<file path="config.mk">
export PLATFORM = sky130hd
export DESIGN_NAME = sdr_dpath
export DESIGN_NICKNAME = d
export VERILOG_FILES = /design/src/rtl/sdr_dpath.sv
export SDC_FILE = /design/constraint.sdc
export NUM_CORES = 1
export LEC_CHECK = 0
export ABC_AREA = 1
export BUFFER_PORTS_ARGS = -buffer_cell sky130_fd_sc_hd__buf_2
export CAP_MARGIN = 20
export CORE_MARGIN = 4
export CORE_UTILIZATION = 45
export DETAILED_ROUTE_END_ITERATION = 8
export GPL_ROUTABILITY_DRIVEN = 0
export HOLD_SLACK_MARGIN = 0.03
export PLACE_DENSITY = 0.88
export SYNTH_ARGS = -nofsm -noshare
export SYNTH_HDL_FRONTEND = slang
export SYNTH_SLANG_ARGS = --single-unit
</file>
<file path="constraint.sdc">
create_clock -name clk -period 3.2 [get_ports clk]
set_input_delay 0.32 -clock clk [delete_from_list [all_inputs] [get_ports clk]]
set_output_delay 0.32 -clock clk [all_outputs]
set_load 0.01 [all_outputs]
</file>
<file path="src/rtl/sdr_dpath.sv">
module sdr_dpath #(
  parameter int DW  = 32,
  parameter int BW  = 8,
  parameter int NB  = DW / BW,
  parameter int LBW = 2
) (
  input  logic          clk,
  input  logic          rst_n,
  input  logic [1:0]    cas_lat,
  input  logic          rd_cmd,
  input  logic [LBW-1:0] bl_code,
  input  logic          stop,
  input  logic [NB-1:0] rd_mask,
  input  logic          wr_beat,
  input  logic [DW-1:0] wr_data,
  input  logic [NB-1:0] wr_mask,
  input  logic [DW-1:0] dq_i,
  output logic [DW-1:0] dq_o,
  output logic          dq_oe,
  output logic [NB-1:0] dqm_o,
  output logic          rd_valid,
  output logic [DW-1:0] rd_data,
  output logic [NB-1:0] rd_be
);

  localparam int MAXCL = 3;
  localparam int CW    = (1 << LBW) - 1;

  logic [CW-1:0]    cnt;
  logic             beat;
  logic [MAXCL:1]   vp;
  logic [MAXCL:0]   lv;
  logic             due_now, due_next;
  logic [NB-1:0]    m1, m2;
  logic [DW-1:0]    keep;

  assign beat     = rd_cmd | ((cnt != '0) & ~stop);
  assign lv       = {vp, beat};
  assign due_now  = lv[cas_lat];
  assign due_next = lv[cas_lat - 2'd1];

  assign dq_oe = wr_beat & ~due_now & ~due_next;
  assign dq_o  = wr_data;
  assign dqm_o = dq_oe ? wr_mask : rd_mask;

  for (genvar b = 0; b < NB; b++) begin : g_keep
    assign keep[b*BW +: BW] = {BW{~m2[b]}};
  end

  always_ff @(posedge clk) begin
    if (!rst_n) begin
      cnt <= '0;
      vp  <= '0;
    end else begin
      vp <= lv[MAXCL-1:0];
      if (rd_cmd)          cnt <= CW'((1 << bl_code) - 1);
      else if (stop)       cnt <= '0;
      else if (cnt != '0)  cnt <= cnt - 1'b1;
    end
  end

  always_ff @(posedge clk) begin
    if (!rst_n) begin
      m1       <= '0;
      m2       <= '0;
      rd_valid <= 1'b0;
      rd_data  <= '0;
      rd_be    <= '0;
    end else begin
      m1       <= dqm_o;
      m2       <= m1;
      rd_valid <= due_now;
      if (due_now) begin
        rd_data <= dq_i & keep;
        rd_be   <= ~m2;
      end
    end
  end

  p_cl_legal_r2: assert property (@(posedge clk) disable iff (!rst_n)
    cas_lat != 2'd0);

  p_lat1_r2: assert property (@(posedge clk) disable iff (!rst_n)
    (cas_lat == 2'd1 && beat) |=> ##1 rd_valid);

  p_lat2_r2: assert property (@(posedge clk) disable iff (!rst_n)
    (cas_lat == 2'd2 && beat) |=> ##2 rd_valid);

  p_lat3_r2: assert property (@(posedge clk) disable iff (!rst_n)
    (cas_lat == 2'd3 && beat) |=> ##3 rd_valid);

  p_stop_r5: assert property (@(posedge clk) disable iff (!rst_n)
    (stop && !rd_cmd) |=> (beat == rd_cmd));

  p_rmask_r7: assert property (@(posedge clk) disable iff (!rst_n)
    rd_valid |-> rd_be == ~$past(dqm_o, 3));

  p_no_contention_r8: assert property (@(posedge clk) disable iff (!rst_n)
    rd_valid |-> (!$past(dq_oe) && !$past(dq_oe, 2)));

endmodule

</file>
==> metrics.md <==
| Metric | Value |
|---|---|
| Grt ovf | `0` |
| DP Area | `3030 µm²` |
| CP startpoint kind | `register` |
| Mean area per synthesized cell | `7.82 µm²` |
| Data required, critical path | `2880 ps` |
| Root Buffer | `clkbuf_8` |
| Period Utilization, post-route | `about 62%` |
| Final hold vios | `0` |
| Layout fillers | `640` |
| GRT Overall Usage | `16.9%` |
| First-pass GRT wire length | `slightly above 10 mm` |
| ANT cells | `0` |
| Pins Over Slew Limit | `0` |
| Clock buffer depth | `2` |
| Placed cells | `485` |
| Fraction of the mapped netlist area in adder cells | `less than 1%` |
| XOR/XNOR Fraction of Synth Area | `0.303%` |
| Core area | `6100 µm²` |
| Largest cells by area after synthesis | `dfxtp_1 (35%), nand3_2 (10%), a21oi_2 (8.8%)` |
| Synth warnings | `0` |
| Outcome | `finished, final reports clean` |
| Worst hold path class | `primary input to register` |
| Max_slew headroom | `roughly 32%` |
| Maximum vdd drop | `0.183 mV` |
| First-pass DRT Iterations | `5` |
| Simple-gate share of the synthesized area | `27.5%` |
| Die Y | `88.2 µm` |
| PD cells | `439 nW/µm²` |
| Port bufs | `90` |
| Initial antenna violation count | `0` |
| Final cell count without fillers | `approximately 490` |
| Multiplexer area fraction after synthesis | `0%` |
| DR iter-0 viols | `57` |
| Total Power | `~1.4 mW` |
| Core Util, Final | `51.0%` |
| CTS Hold Bufs | `0` |
| Setup WS post-layout | `1200 ps` |
| Setup TNS | `0 ps` |
| Dpl hpwl | `4.85 mm` |
| Post-synth top area cell | `dfxtp_1` |
| CP Capture Type | `output pin` |
| Total CTS buffers | `5` |
| Routed wire length | `roughly 6.4 mm` |
| Synthesized instance count | `370` |
| Final setup fails | `0` |
| Area of the die | `7780 µm²` |
| Worst EP arrival | `1680 ps` |
| Final Skew | `10.2 ps` |
| CTS resizes | `0` |
| RSZ-0062 raised after global routing | `false` |
| Clock-pin slew on the worst setup and hold paths | `90 ps` |
| Final worst path period need | `about 2000 ps` |
| CTS sink count | `between 50 and 60` |
| Via/cell ratio | `just under 5` |
| Crit path kind | `register to output pin` |
| Layout cells sized above 1 | `between 40% and 50%` |
| Fmax | `around 0.5 GHz` |
| Drc violations | `0` |
| # IOs | `155` |
| Pleak | `1.59 nW` |
| Post-Syn Nets | `453` |
| Initial Utilization | `47.5%` |
| Area grow syn2layout | `7.39%` |
| DP Worst Slack | `1290 ps` |
| Yosys cell types | `25` |
| Die width | `approximately 90 µm` |
| Tightest Pin Transition | `roughly 1000 ps` |
| Hold slack | `329 ps` |
| Cell area after synthesis | `2890 µm²` |
| Synth top area share | `a little over a third` |
| Compound-Gate Fraction of Synth Area | `12.4%` |
| Largest net degree at the start of global routing | `43` |
| Fin nets | `500` |
| Clk_lat worst skew | `300 ps` |
| Number of global-route vias before repair | `roughly 2400` |
| Crit path max fanout | `5` |
| Via count of the routed design | `2369` |
| Post-CTS setup buffer count | `0` |
| CTS HTree Levels | `2` |
| Max-capacitance violation count | `0` |
| Antenna Nets Post-Route | `0` |
| Sequential element share of the synthesized area | `35.3%` |
| Number of synthesized register bits | `51` |
| Row cnt | `28` |
| DR WL/cell | `13.0 µm` |
| CTS tree | `yes` |
| Post-layout instance area | `3110 µm²` |
| Main combinational cell family by area after synthesis | `simple AND/OR/NAND/NOR gates` |
## placed cells by master (no fill, tap or decap)
cell	n
clkinv_2	1
nor2_1	40
nand3_2	30
clkinv_4	1
a31oi_1	1
nand3_1	15
dfxtp_1	51
buf_2	90
buf_4	2
or2_1	1
xnor2_1	1
nand2_2	5
a21oi_2	29
inv_2	4
clkbuf_8	5
o211ai_4	1
o21ai_0	5
ha_1	2
a21oi_1	12
nand2_1	56
inv_1	62
nor2_2	2
nand2_4	1
## cell type report
| cell class | instances | area (µm²) | share of cell area [%] |
|---|---|---|---|
| Clock buffer | 5 | 68.8 | 2.21 |
| Clock inverter | 2 | 13.8 | 0.443 |
| Inverter | 66 | 248 | 7.97 |
| Multi-Input combinational cell | 201 | 1200 | 38.5 |
| Sequential cell | 51 | 1020 | 32.9 |
| Tap cell | 75 | 93.8 | 3.02 |
| Timing Repair Buffer | 92 | 465 | 15.0 |
## routing by layer
| metal | vias up | part of all wire [%] | global-route usage (%) |
|---|---|---|---|
| met4 | 0 | 4.3 | 10.6 |
| met1 | 1077 | 39 | 17.5 |
| met3 | 26 | 6.9 | 4.52 |
| met5 | - | 0 | 0 |
| li1 | 1182 | - | - |
| met2 | 84 | 50 | 30.0 |
## path summary, 6_finish.rpt
check / slack (ps) / cells after the start / from / endpoint
hold / removal: 330 / 3 / rst_n / m2[3]$_SDFF_PN0_
setup reg to reg: 1290 / 9 / cnt[0]$_SDFFE_PN0P_ / rd_data[10]$_SDFFE_PN0P_
setup / recovery: 1200 / 11 / cnt[0]$_SDFFE_PN0P_ / dqm_o[1]
hold reg to reg: 430 / 2 / m1[3]$_SDFF_PN0_ / m2[3]$_SDFF_PN0_
## worst max-delay path: stages (launching register included)
cell and delay, ps:
dfxtp_1 340, inv_1 70, ha_1 200, nand2_2 80
nand2_2 70, nand3_1 80, nand2_2 90, nand2_2 130
nand2_1 60, nand2_1 80, inv_1 40, buf_2 130
## cell families after synthesis
kind of cell | count (synthesis)
adder cells (fa/ha/maj) | 2
buffers and inverters | 118
AND/OR/NAND/NOR | 150
AO/OA/AOI/OAI | 48
XOR/XNOR | 1
flip-flops | 51
## synthesized netlist by cell type, drive strengths merged
cell / n
nor2: 42
inv: 65
dfxtp: 51
clkinv: 1
a21oi: 41
buf: 49
nand3: 45
xnor2: 1
a31oi: 1
nand2: 62
or2: 1
o21ai: 5
clkbuf: 3
o211ai: 1
ha: 2
## sequential cells by signal (all words and copies together) (netlist names)
register / flops
m1: 4
rd_be: 4
vp: 3
rd_valid: 1
m2: 4
rd_data: 32
cnt: 3
## power by group
group / total [mW] / switching (mW) / leakage, nW / internal [mW]
combinational: 0.295 / 0.179 / 1.13 / 0.117
sequential: 0.715 / 0.0337 / 0.420 / 0.681
clock: 0.355 / 0.205 / 0.0440 / 0.150
total: 1.36 / 0.417 / 1.59 / 0.948
No activity file was read; power rests on OpenSTA's default activity.
